**src/rtl/rnm_pkg.sv**
```systemverilog
package rnm_pkg;

    localparam int ARCH_REGS  = 8;
    localparam int PHYS_REGS  = 16;
    localparam int REN_W      = 2;
    localparam int SEQ_W      = 8;
    localparam int HIST_DEPTH = 16;
    localparam int SKID_DEPTH = 4;
    localparam int CRED_W     = 4;

    localparam int AREG_W  = $clog2(ARCH_REGS);
    localparam int PREG_W  = $clog2(PHYS_REGS);
    localparam int RIDX_W  = $clog2(REN_W + 1);
    localparam int FCNT_W  = $clog2(PHYS_REGS + 1);
    localparam int HCNT_W  = $clog2(HIST_DEPTH + 1);
    localparam int SPARE_REGS = PHYS_REGS - ARCH_REGS;

    typedef logic [AREG_W-1:0] areg_t;
    typedef logic [PREG_W-1:0] preg_t;
    typedef logic [SEQ_W-1:0]  seq_t;

    typedef struct packed {
        logic  vld;
        seq_t  seq;
        areg_t src1;
        areg_t src2;
        areg_t dst;
    } dslot_t;

    typedef dslot_t [REN_W-1:0] dgroup_t;

    typedef struct packed {
        seq_t  seq;
        logic  ph;
        areg_t arch;
        preg_t newp;
        preg_t prevp;
    } hist_t;

    typedef struct packed {
        logic  vld;
        seq_t  seq;
        preg_t ps1;
        preg_t ps2;
        preg_t pd;
        logic  wr;
    } rslot_t;

    function automatic logic seq_after(input seq_t a, input seq_t b);
        return a > b;
    endfunction

endpackage

```
**src/rtl/rnm_freelist.sv**
```systemverilog
module rnm_freelist
    import rnm_pkg::*;
(
    input  logic              clk,
    input  logic              rst,
    input  logic [RIDX_W-1:0] pop_n,
    input  logic [1:0]        push_v,
    input  preg_t             push_d0,
    input  preg_t             push_d1,
    output preg_t             heads [REN_W],
    output logic [FCNT_W-1:0] count
);
    localparam int PTR_W = $clog2(PHYS_REGS);

    preg_t             mem [PHYS_REGS];
    logic [PTR_W-1:0]  rd_q, wr_q;
    logic [FCNT_W-1:0] cnt_q;
    logic [PTR_W-1:0]  wr_second;
    logic [1:0]        n_push;

    assign wr_second = wr_q + PTR_W'(push_v[0]);
    assign n_push    = 2'(push_v[0]) + 2'(push_v[1]);
    assign count     = cnt_q;

    for (genvar k = 0; k < REN_W; k++) begin : g_head
        assign heads[k] = mem[rd_q + PTR_W'(k)];
    end

    always_ff @(posedge clk) begin
        if (rst) begin
            rd_q  <= '0;
            wr_q  <= PTR_W'(SPARE_REGS);
            cnt_q <= FCNT_W'(SPARE_REGS);
            for (int i = 0; i < PHYS_REGS; i++)
                mem[i] <= (i < SPARE_REGS) ? PREG_W'(ARCH_REGS + i) : '0;
        end else begin
            rd_q  <= rd_q + PTR_W'(pop_n);
            wr_q  <= wr_q + PTR_W'(n_push);
            cnt_q <= cnt_q + FCNT_W'(n_push) - FCNT_W'(pop_n);
            if (push_v[0]) mem[wr_q] <= push_d0;
            if (push_v[1]) mem[wr_second] <= push_d1;
        end
    end
endmodule

```
**src/rtl/rnm_hist.sv**
```systemverilog
module rnm_hist
    import rnm_pkg::*;
(
    input  logic              clk,
    input  logic              rst,
    input  logic [RIDX_W-1:0] push_n,
    input  hist_t             push_e [REN_W],
    input  logic              pop_head,
    input  logic              pop_tail,
    output seq_t              head_seq,
    output logic              head_ph,
    output preg_t             head_prevp,
    output hist_t             tail_e,
    output logic [HCNT_W-1:0] count
);
    localparam int PTR_W = $clog2(HIST_DEPTH);

    hist_t             mem [HIST_DEPTH];
    logic [PTR_W-1:0]  hd_q, tl_q;
    logic [HCNT_W-1:0] cnt_q;
    hist_t             head_e;

    assign head_e     = mem[hd_q];
    assign head_seq   = head_e.seq;
    assign head_ph    = head_e.ph;
    assign head_prevp = head_e.prevp;
    assign tail_e     = mem[tl_q - PTR_W'(1)];
    assign count      = cnt_q;

    always_ff @(posedge clk) begin
        if (rst) begin
            hd_q  <= '0;
            tl_q  <= '0;
            cnt_q <= '0;
        end else begin
            hd_q  <= hd_q + PTR_W'(pop_head);
            tl_q  <= tl_q + PTR_W'(push_n) - PTR_W'(pop_tail);
            cnt_q <= cnt_q + HCNT_W'(push_n) - HCNT_W'(pop_head) - HCNT_W'(pop_tail);
            for (int i = 0; i < REN_W; i++)
                if (i < int'(push_n)) mem[tl_q + PTR_W'(i)] <= push_e[i];
        end
    end
endmodule

```
**src/rtl/rnm_skid.sv**
```systemverilog
module rnm_skid
    import rnm_pkg::*;
(
    input  logic    clk,
    input  logic    rst,
    input  logic    push,
    input  dgroup_t push_g,
    input  logic    pop,
    input  logic    flush,
    output dgroup_t head_g,
    output logic    empty,
    output logic    full
);
    localparam int PTR_W = $clog2(SKID_DEPTH);
    localparam int CNT_W = $clog2(SKID_DEPTH + 1);

    dgroup_t          mem [SKID_DEPTH];
    logic [PTR_W-1:0] rd_q, wr_q;
    logic [CNT_W-1:0] cnt_q;

    assign head_g = mem[rd_q];
    assign empty  = (cnt_q == '0);
    assign full   = (cnt_q == CNT_W'(SKID_DEPTH));

    always_ff @(posedge clk) begin
        if (rst || flush) begin
            rd_q  <= '0;
            wr_q  <= '0;
            cnt_q <= '0;
        end else begin
            if (push) begin
                mem[wr_q] <= push_g;
                wr_q      <= wr_q + PTR_W'(1);
            end
            if (pop) rd_q <= rd_q + PTR_W'(1);
            cnt_q <= cnt_q + CNT_W'(push) - CNT_W'(pop);
        end
    end
endmodule

```
**src/rtl/rnm_rename.sv**
```systemverilog
module rnm_rename
    import rnm_pkg::*;
(
    input  logic                     clk,
    input  logic                     rst,
    input  logic [REN_W-1:0]         dec_vld,
    input  logic [REN_W*SEQ_W-1:0]   dec_seq,
    input  logic [REN_W*AREG_W-1:0]  dec_src1,
    input  logic [REN_W*AREG_W-1:0]  dec_src2,
    input  logic [REN_W*AREG_W-1:0]  dec_dst,
    output logic                     dec_ready,
    input  logic [CRED_W-1:0]        rob_free,
    input  logic [CRED_W-1:0]        iq_free,
    input  logic                     cm_valid,
    input  logic [SEQ_W-1:0]         cm_seq,
    input  logic                     sq_valid,
    input  logic [SEQ_W-1:0]         sq_seq,
    output logic [REN_W-1:0]         iss_vld,
    output logic [REN_W*SEQ_W-1:0]   iss_seq,
    output logic [REN_W*PREG_W-1:0]  iss_psrc1,
    output logic [REN_W*PREG_W-1:0]  iss_psrc2,
    output logic [REN_W*PREG_W-1:0]  iss_pdst,
    output logic [REN_W-1:0]         iss_wr,
    output logic                     stall_o
);
    // architectural map and control state
    preg_t             map_q [ARCH_REGS];
    logic [RIDX_W-1:0] resume_q;
    logic              walk_q;
    seq_t              sq_tgt_q;
    logic              cm_pend_q;
    seq_t              cm_tgt_q;
    rslot_t            iss_q [REN_W];

    // submodule links
    dgroup_t           in_grp, hg;
    logic              sk_empty, sk_full, sk_push, sk_pop;
    preg_t             fl_heads [REN_W];
    logic [FCNT_W-1:0] fl_cnt;
    logic [1:0]        fl_push_v;
    seq_t              h_head_seq;
    logic              h_head_ph;
    preg_t             h_head_prevp;
    hist_t             h_tail;
    logic [HCNT_W-1:0] hcnt;

    // rename datapath
    preg_t             tmap [ARCH_REGS];
    rslot_t            od [REN_W];
    hist_t             pe [REN_W];
    logic              all_done;
    logic [RIDX_W-1:0] ren_cnt, dst_cnt;
    logic              active, hvalid;
    logic              head_pop, walk_pop;
    seq_t              cm_eff;
    logic              cm_eff_v;

    for (genvar k = 0; k < REN_W; k++) begin : g_in
        assign in_grp[k].vld  = dec_vld[k];
        assign in_grp[k].seq  = dec_seq[k*SEQ_W +: SEQ_W];
        assign in_grp[k].src1 = dec_src1[k*AREG_W +: AREG_W];
        assign in_grp[k].src2 = dec_src2[k*AREG_W +: AREG_W];
        assign in_grp[k].dst  = dec_dst[k*AREG_W +: AREG_W];
    end

    assign dec_ready = !sk_full && !walk_q;
    assign sk_push   = (|dec_vld) && dec_ready;
    assign hvalid    = !sk_empty;
    assign active    = !sq_valid && !walk_q;

    rnm_skid u_skid (
        .clk(clk), .rst(rst), .push(sk_push), .push_g(in_grp), .pop(sk_pop),
        .flush(sq_valid), .head_g(hg), .empty(sk_empty), .full(sk_full)
    );

    // rename one group, instruction by instruction, stopping at the first blocked one
    always_comb begin
        int n;
        int nd;
        logic blk;
        tmap     = map_q;
        n        = 0;
        nd       = 0;
        blk      = 1'b0;
        all_done = 1'b1;
        for (int k = 0; k < REN_W; k++) begin
            od[k] = '0;
            pe[k] = '0;
        end
        for (int k = 0; k < REN_W; k++) begin
            dslot_t s;
            logic   needd;
            preg_t  newp;
            s     = hg[k];
            needd = (s.dst != '0);
            newp  = '0;
            if (hvalid && s.vld && (k >= int'(resume_q))) begin
                if (!blk && active && (int'(rob_free) > n) && (int'(iq_free) > n) &&
                    (int'(hcnt) + n < HIST_DEPTH) && (!needd || int'(fl_cnt) > nd)) begin
                    if (needd) newp = fl_heads[nd];
                    od[n].vld = 1'b1;
                    od[n].seq = s.seq;
                    od[n].ps1 = tmap[s.src1];
                    od[n].ps2 = tmap[s.src2];
                    od[n].pd  = newp;
                    od[n].wr  = needd;
                    pe[n].seq   = s.seq;
                    pe[n].ph    = !needd;
                    pe[n].arch  = needd ? s.dst : '0;
                    pe[n].newp  = newp;
                    pe[n].prevp = needd ? tmap[s.dst] : '0;
                    if (needd) begin
                        tmap[s.dst] = newp;
                        nd = nd + 1;
                    end
                    n = n + 1;
                end else begin
                    blk      = 1'b1;
                    all_done = 1'b0;
                end
            end
        end
        ren_cnt = RIDX_W'(n);
        dst_cnt = RIDX_W'(nd);
    end

    assign sk_pop  = hvalid && active && all_done;
    assign stall_o = hvalid && active && !all_done;

    // retirement and squash unwind
    assign cm_eff_v = cm_valid || cm_pend_q;
    assign cm_eff   = cm_valid ? cm_seq : cm_tgt_q;
    assign head_pop = cm_eff_v && (hcnt != '0) && !seq_after(h_head_seq, cm_eff);
    assign walk_pop = walk_q && (hcnt != '0) && seq_after(h_tail.seq, sq_tgt_q);

    assign fl_push_v[0] = head_pop && !h_head_ph;
    assign fl_push_v[1] = walk_pop && !h_tail.ph;

    rnm_freelist u_fl (
        .clk(clk), .rst(rst), .pop_n(dst_cnt), .push_v(fl_push_v),
        .push_d0(h_head_prevp), .push_d1(h_tail.newp), .heads(fl_heads), .count(fl_cnt)
    );

    rnm_hist u_hist (
        .clk(clk), .rst(rst), .push_n(ren_cnt), .push_e(pe), .pop_head(head_pop),
        .pop_tail(walk_pop), .head_seq(h_head_seq), .head_ph(h_head_ph),
        .head_prevp(h_head_prevp), .tail_e(h_tail), .count(hcnt)
    );

    always_ff @(posedge clk) begin
        if (rst) begin
            for (int i = 0; i < ARCH_REGS; i++) map_q[i] <= PREG_W'(i);
            resume_q  <= '0;
            walk_q    <= 1'b0;
            sq_tgt_q  <= '0;
            cm_pend_q <= 1'b0;
            cm_tgt_q  <= '0;
            for (int k = 0; k < REN_W; k++) iss_q[k] <= '0;
        end else begin
            cm_pend_q <= cm_eff_v;
            cm_tgt_q  <= cm_eff;
            for (int k = 0; k < REN_W; k++) iss_q[k] <= od[k];
            if (active) begin
                map_q <= tmap;
            end else if (walk_pop && !h_tail.ph) begin
                map_q[h_tail.arch] <= h_tail.prevp;
            end
            if (sq_valid) begin
                walk_q   <= 1'b1;
                sq_tgt_q <= (walk_q && seq_after(sq_seq, sq_tgt_q)) ? sq_tgt_q : sq_seq;
                resume_q <= '0;
            end else begin
                if (walk_q && !walk_pop) walk_q <= 1'b0;
                if (sk_pop)
                    resume_q <= '0;
                else if (hvalid && active)
                    resume_q <= resume_q + ren_cnt;
            end
        end
    end

    for (genvar k = 0; k < REN_W; k++) begin : g_out
        assign iss_vld[k]                   = iss_q[k].vld;
        assign iss_seq[k*SEQ_W +: SEQ_W]    = iss_q[k].seq;
        assign iss_psrc1[k*PREG_W +: PREG_W] = iss_q[k].ps1;
        assign iss_psrc2[k*PREG_W +: PREG_W] = iss_q[k].ps2;
        assign iss_pdst[k*PREG_W +: PREG_W]  = iss_q[k].pd;
        assign iss_wr[k]                    = iss_q[k].wr;
    end
endmodule

```
**config.mk**
```make
export PLATFORM = sky130hd
export DESIGN_NAME = rnm_rename
export DESIGN_NICKNAME = d
export VERILOG_FILES = /design/src/rtl/rnm_pkg.sv /design/src/rtl/rnm_freelist.sv /design/src/rtl/rnm_hist.sv /design/src/rtl/rnm_skid.sv /design/src/rtl/rnm_rename.sv
export SDC_FILE = /design/constraint.sdc
export NUM_CORES = 1
export LEC_CHECK = 0
export BUFFER_PORTS_ARGS = -buffer_cell sky130_fd_sc_hd__buf_2
export CELL_PAD_IN_SITES_DETAIL_PLACEMENT = 0
export CELL_PAD_IN_SITES_GLOBAL_PLACEMENT = 2
export CORE_UTILIZATION = 35
export CTS_CLUSTER_SIZE = 20
export DETAILED_ROUTE_END_ITERATION = 10
export GPL_ROUTABILITY_DRIVEN = 0
export GPL_TIMING_DRIVEN = 0
export PLACE_DENSITY_LB_ADDON = 0.1
export SYNTH_ARGS = -nofsm -noshare
export SYNTH_HDL_FRONTEND = slang
export SYNTH_SLANG_ARGS = --single-unit
```
**constraint.sdc**
```tcl
create_clock -name clk -period 7.65 [get_ports clk]
set_input_delay 1.1475 -clock clk [delete_from_list [all_inputs] [get_ports clk]]
set_output_delay 1.1475 -clock clk [all_outputs]
set_load 0.03 [all_outputs]
```
; ---- Word level (Yosys, flattened, before mapping)
; Memories as Yosys holds them, arrays and structs flattened. A register that Yosys moved wholly into a read port is not among the register bits.
; Index checks and enable logic that the tools add are counted.
[word_totals]
reg_bits = 85
latch_bits = 0
ramBits = 572
romBits = 0
output_inout_bits = 46
elab_cells = 286
mem_count = 4
[op_classes]
addsub = 23
multipliers = 0
div = 0
magnitude_cmp = 28
n_eq_ne = 1
n_shift = 0
n_mux = 138
bitwise_logic = 12
reduce_logical = 58
[memory_table]
columns = memory, words, width, read_ports, rd_clocked_by_memory_dff, write_ports, line_no
row1 = u_hist.mem, 16, 20, 2, 1, 2, rnm_hist.sv:18  ; hist_t mem [HIST_DEPTH];
row2 = u_skid.mem, 4, 36, 1, 1, 1, rnm_skid.sv:17  ; dgroup_t mem [SKID_DEPTH];
row3 = u_fl.mem, 16, 4, 2, 1, 16, rnm_freelist.sv:15  ; preg_t mem [PHYS_REGS];
row4 = iss_q, 2, 22, 2, 0, 2, rnm_rename.sv:33  ; rslot_t iss_q [REN_W];
[ops]
columns = operator, count
row1 = $bwmux 44, 6
row2 = $mux 32, 8
row3 = $bwmux 40, 5
row4 = $demux 22 s1, 6
row5 = $mux 4, 33
row6 = $mux 22, 5
row7 = $demux 20 s1, 5
row8 = $bwmux 32, 3
row9 = $mux 44, 2
row10 = $mux 40, 2
row11 = $bmux 4 s3, 6
row12 = $ge 32x2->1 const B, 2
row13 = $gt 5x32->1, 2
row14 = $not 32->32, 2
row15 = $mux 20, 3
row16 = $demux 4 s3, 3
row17 = $mux 1, 34
row18 = $add 6x32->32, 1
row19 = $gt 6x32->1, 1
row20 = $lt 32x1->1 const B, 1
row21 = $lt 32x6->1 const B, 1
row22 = $logic_and 1x1->1, 31
row23 = $ge 4x4->1 const B, 7
row24 = $not 3->4, 7
row25 = other kinds (43), 84

; ---- Longest topological paths before layout
[logic_depth]
word_depth = 22
ltp_mapped = 32
ltp_nobuf = 24

; ---- Cells and area by module
; Synthesis repeated with hierarchy kept, for this count alone.
[hier_totals]
cells_unflattened = 2908
area_unflattened_um2 = 37413.4
[by_module_without_submodules]
columns = module, n_inst, cells_per_inst, area_each_um2, seq_area_each_um2
row1 = rnm_hist, 1, 1293, 19157.1, 9869.5
row2 = rnm_rename, 1, 874, 7313.3, 1921.8
row3 = rnm_skid, 1, 233, 5701.7, 4504.3
row4 = rnm_freelist, 1, 508, 5241.3, 2182.1

; ---- Worst setup path after synthesis
; No wires, ideal clock.
[synth_timing]
kind = register to register
from = register u_hist.tl_q[0]
to = register u_fl.cnt_q[4] (netlist: u_fl.count[4])
setup_time_ps = 71
t_arrival_ps = 7991
required_ps = 7579
path_slack_ps = -412
stages_incl_launch_ff = 31
path_buffers = 11
synth_period_minus_slack_ps = 8062
cell_sequence = dfxtp_1 -> buf_2 -> buf_4 -> buf_2 -> buf_2 -> buf_2 -> inv_1 -> ha_1 -> clkbuf_1 -> clkbuf_1 -> buf_1 -> clkbuf_1 -> clkbuf_1 -> mux4_2 -> mux4_2 -> ha_1 -> a21o_1 -> a21o_1 -> nor2b_1 -> or3_1 -> a211oi_1 -> clkbuf_1 -> ha_1 -> inv_1 -> fa_1 -> inv_1 -> fa_1 -> a21oi_1 -> nor2_1 -> or3_1 -> a21oi_1
[synth_via]
elab_chain_cells = 8
word_cells_on_any_way = 9
classes_between = 4 x add/sub / 1 x order compare / 3 x reduce/logical / 1 x memory
[synth_rtl]
columns = item, line_no
row1 = "start, declared", rnm_hist.sv:19  ; logic [PTR_W-1:0] hd_q, tl_q;
row2 = "start signal, assigned", rnm_hist.sv:37  ; tl_q <= tl_q + PTR_W'(push_n) - PTR_W'(pop_tail);
row3 = $sub 4x1->4 *, rnm_hist.sv:27  ; assign tail_e = mem[tl_q - PTR_W'(1)];
row4 = $mem_v2 16x20 *, -
row5 = $gt 8x8->1, rnm_pkg.sv:50  ; return a > b;
row6 = $logic_and 1x1->1, rnm_rename.sv:134  ; assign walk_pop = walk_q && (hcnt != '0) && seq_after(h_tail.seq, sq_tgt_q);
row7 = $logic_and 1x1->1 *, rnm_rename.sv:137  ; assign fl_push_v[1] = walk_pop && !h_tail.ph;
row8 = $add 1x1->2 *, rnm_freelist.sv:22  ; assign n_push = 2'(push_v[0]) + 2'(push_v[1]);
row9 = $add 5x2->5 *, rnm_freelist.sv:39  ; cnt_q <= cnt_q + FCNT_W'(n_push) - FCNT_W'(pop_n);
row10 = $sub 5x2->5 *, rnm_freelist.sv:39
row11 = "end signal, assigned", rnm_freelist.sv:33  ; cnt_q <= FCNT_W'(SPARE_REGS);
row12 = "end signal, assigned", rnm_freelist.sv:39
row13 = "end, declared", rnm_freelist.sv:17  ; logic [FCNT_W-1:0] cnt_q;
; Mark *: on every way between the ends. The rest lies on a longest branch, timed or not.
; A chain may end at the register's enable or synchronous reset.

==> metrics.md <==
| Metric | Value |
|---|---|
| Area post-placement | `38,800 um2` |
| Prevailing post-synth register cell | `edfxtp_1` |
| CP Cell Sequence | `clkbuf_1, mux4_2, buf_1, nor3_1, nor3_2, clkbuf_2, ha_1, o2111ai_2, o211a_1, nand2_1, inv_1, ha_1, nand2_1, nor3_1, clkbuf_1, nand2_2, clkbuf_1, nand2_2, buf_16` |
| Initial antenna violation count | `3` |
| Max-slew violation count | `0` |
| Port buffer count | `108` |
| DIE HEIGHT | `323 um` |
| Synth warnings | `0` |
| Worst path buffer plus inverter count | `7` |
| All-Layer GR Usage | `27.3%` |
| First-pass GRT wire length | `200,000 um` |
| CP Launch Type | `flop` |
| Status | `finished, violations left` |
| Final #Nets | `3,193` |
| Layout Utilization | `41.0%` |
| Synthesized Nets | `2,988` |
| Vias in the first global route | `26,600` |
| HPWL after DPL | `101,000 um` |
| CP arrival | `7700 ps` |
| Clk_lat worst skew | `670 ps` |
| Core area | `102,000 um2` |
| VDD IR max | `0.000169 V` |
| Worst Hold Class | `flop to flop` |
| DRT Pass-1 Iters | `8` |
| Post-route DRC | `0` |
| Post-synth EDFFs | `528` |
| Fillers | `9,744` |
| Min-Delay Endpoint | `sq_tgt_q[4]` |
| Final worst slack | `318 ps` |
| R2r endpoint | `u_hist.mem[9][7]` |
| Via count | `26,700` |
| Hold depth | `2` |
| Die Area | `104,000 um2` |
| Max incr delay on CP | `600 ps` |
| Synth Cell Area | `36,000 um2` |
| CTS H-tree depth | `3` |
| # Max-Cap Violations | `1` |
| # hold bufs at CTS | `0` |
| Std cell rows | `117` |
| Crit Path Class | `flop to flop` |
| CTS tree | `done` |
| Failing checks | `capacitance limit` |
| Finished Cell Area | `41,800 um2` |
| Min-delay src | `sq_tgt_q[4]` |
| Pleak | `15.1 nW` |
| Sequential-to-total area share from yosys stat | `51.3%` |
| Worst-path clk slew | `60 ps` |
| Hold violation count in the final report | `0` |
| Pin count of the biggest net entering global routing | `21` |
| Dpl ws | `-3300 ps` |
| Maximum clock path buffer count | `3` |
| Starting DRT DRC Count | `2,762` |
| Final worst path period share | `95.8%` |
| Max Clk Rate | `136 MHz` |
| Global route total overflow | `0` |
| Antenna fix cells | `0` |
| Clock skew | `41.5 ps` |
| Pwr per Cell Area | `309 nW/um2` |
| Most frequent cell on the critical path | `clkbuf_1` |
| Crit path max fanout | `11` |
| Width of the chip | `323 um` |
| Setup TNS | `0 ps` |
| CTS sink count | `659` |
| Slowest-stage cell, CP | `nand2_2` |
| Relative slew slack | `0.235%` |
| # setup viols final | `0` |
| Average size of a mapped cell | `12.7 um2` |
| Synth Register Bits | `659` |
| Flop-to-flop setup slack | `320 ps` |
| Synth cell types | `75` |
| CP top delay family | `buffers and inverters` |
| Most frequent cells in the layout | `edfxtp_1 (528), a21oi_1 (260), nor2_1 (252)` |
| DRT Wirelength | `142,000 um` |
| FF-to-FF path depth | `19` |
| Least-Margin Pin Slew | `1500 ps` |
| TritonCTS Buffers | `78` |
| Nature of the critical path endpoint | `flop` |
| Drt wl/cell | `31.7 um` |
| Final min period | `7330 ps` |
| Worst path required time | `8020 ps` |
| Total power | `12.9 mW` |
| Antenna Violating Nets Remaining | `0` |
| Layout area overhead | `16.0%` |
| Starting Density | `35.4%` |
| Routed vias/inst | `5.97` |
| Share of cells above drive strength 1 | `21.2%` |
| Commonest non-fill, non-tap cell in the layout | `edfxtp_1` |
| Root Driver | `clkbuf_16` |
| IO Count | `110` |
| FFs w/ async S/R, synth | `0%` |
| Cells after Synth | `2,837` |
## logic make-up (layout without fill, tap and decap cells)
kind of cell,count (synthesis),count (layout),synth area share (%)
buffers and inverters,304,575,3.33
AND/OR/NAND/NOR,727,727,9.80
multiplexers,512,512,23.0
flip-flops,659,659,51.3
AO/OA/AOI/OAI,523,523,8.75
adder cells (fa/ha/maj),87,87,3.21
XOR/XNOR,25,25,0.608
## final cells by class
| cell class | count | area, um2 | share of cell area, % |
|---|---|---|---|
| Multi-Input combinational cell | 1874 | 16600 | 39.7 |
| Clock inverter | 36 | 460 | 1.10 |
| Tap cell | 1368 | 1710 | 4.10 |
| Clock buffer | 110 | 2170 | 5.20 |
| Timing Repair Buffer | 131 | 1040 | 2.49 |
| Inverter | 70 | 267 | 0.638 |
| Buffer | 228 | 1040 | 2.49 |
| Sequential cell | 659 | 18500 | 44.2 |
## stage by stage
step | hold slack, ps | cells
after floorplan | 426 | 2837
after global placement | 465 | 4313
after detailed placement | 470 | 4333
after CTS | 480 | 4476
after global routing | 493 | 4476
final | 480 | 4476
## synthesized netlist by cell type (12+ instances only)
cell / n / share of area (%)
a211oi_1: 32 / 0.67
a21oi_1: 261 / 3.6
a22oi_1: 13 / 0.27
a31oi_1: 15 / 0.26
and2_1: 38 / 0.66
and3_1: 37 / 0.64
buf_1: 28 / 0.29
buf_2: 37 / 0.51
clkbuf_1: 166 / 1.7
dfxtp_1: 131 / 7.3
edfxtp_1: 528 / 44
ha_1: 78 / 2.7
inv_1: 69 / 0.72
mux2_2: 25 / 0.78
mux2i_1: 237 / 6.6
mux4_2: 250 / 16
nand2_1: 126 / 1.3
nand2b_1: 25 / 0.43
nand3_1: 73 / 1.0
nor2_1: 252 / 2.6
nor2b_1: 41 / 0.71
nor3_1: 70 / 0.97
o211ai_1: 16 / 0.33
o21a_1: 12 / 0.25
o21ai_0: 64 / 0.89
o22ai_1: 17 / 0.30
o31ai_1: 19 / 0.40
or3_1: 12 / 0.21
xnor2_1: 15 / 0.36
## worst reg2reg max path, stage by stage, from the launching register on
cell and delay [ps]:
dfxtp_1 300, clkbuf_1 480, mux4_2 430, buf_1 510, nor3_1 150, nor3_2 470
clkbuf_2 420, ha_1 320, o2111ai_2 440, o211a_1 200, nand2_1 140, inv_1 130
ha_1 140, nand2_1 340, nor3_1 320, clkbuf_1 420, nand2_2 500, clkbuf_1 480
nand2_2 600, buf_16 240
## what timing repair did
action	CTS	global route
buffers inserted	2	0
pin swaps	1	0
gates resized for setup	78	24
endpoints found under the setup margin	571	287
## flip-flops by register name (all words and copies together), names as in the netlist, 2 cells and up, named ones only
register      count
cm_tgt_q          8
u_skid.wr_q       2
u_fl.wr_q         4
u_fl.rd_q         4
u_skid.rd_q       2
resume_q          2
u_fl.count        5
u_fl.mem         64
u_skid.mem      144
u_hist.count      5
u_hist.mem      320
u_hist.hd_q       4
map_q            32
u_hist.tl_q       4
sq_tgt_q          8
u_skid.cnt_q      3
iss_q            44
## layer usage
| layer | vias to the layer above | part of all wire (%) | GRT usage, % |
|---|---|---|---|
| met5 | - | 0 | 0 |
| met3 | 272 | 6.6 | 4.28 |
| met1 | 13800 | 42 | 36.8 |
| met2 | 1266 | 47 | 44.4 |
| li1 | 11400 | - | - |
| met4 | 0 | 3.8 | 9.56 |
## where the power goes
group	internal [mW]	switching (mW)	total (mW)
clock	2.21	1.64	3.85
combinational	1.88	3.03	4.91
sequential	4.02	0.141	4.17
## worst max-delay path by stage
stage              startpoint            endpoint  slack (ps)  cells after the start
6_report                 flop    u_hist.mem[9][7]         320                     19
5_1_grt                  flop   u_hist.mem[4][15]         -30                     19
4_1_cts                  flop  u_hist.mem[12][17]          30                     18
3_5_place_dp   u_hist.tl_q[0]     u_hist.count[4]       -3300                     28
3_3_place_gp   u_hist.tl_q[0]     u_hist.count[4]       -3330                     28
2_1_floorplan  u_hist.tl_q[0]       u_fl.count[4]          80                     30
Power figures use the tool's default switching activity.
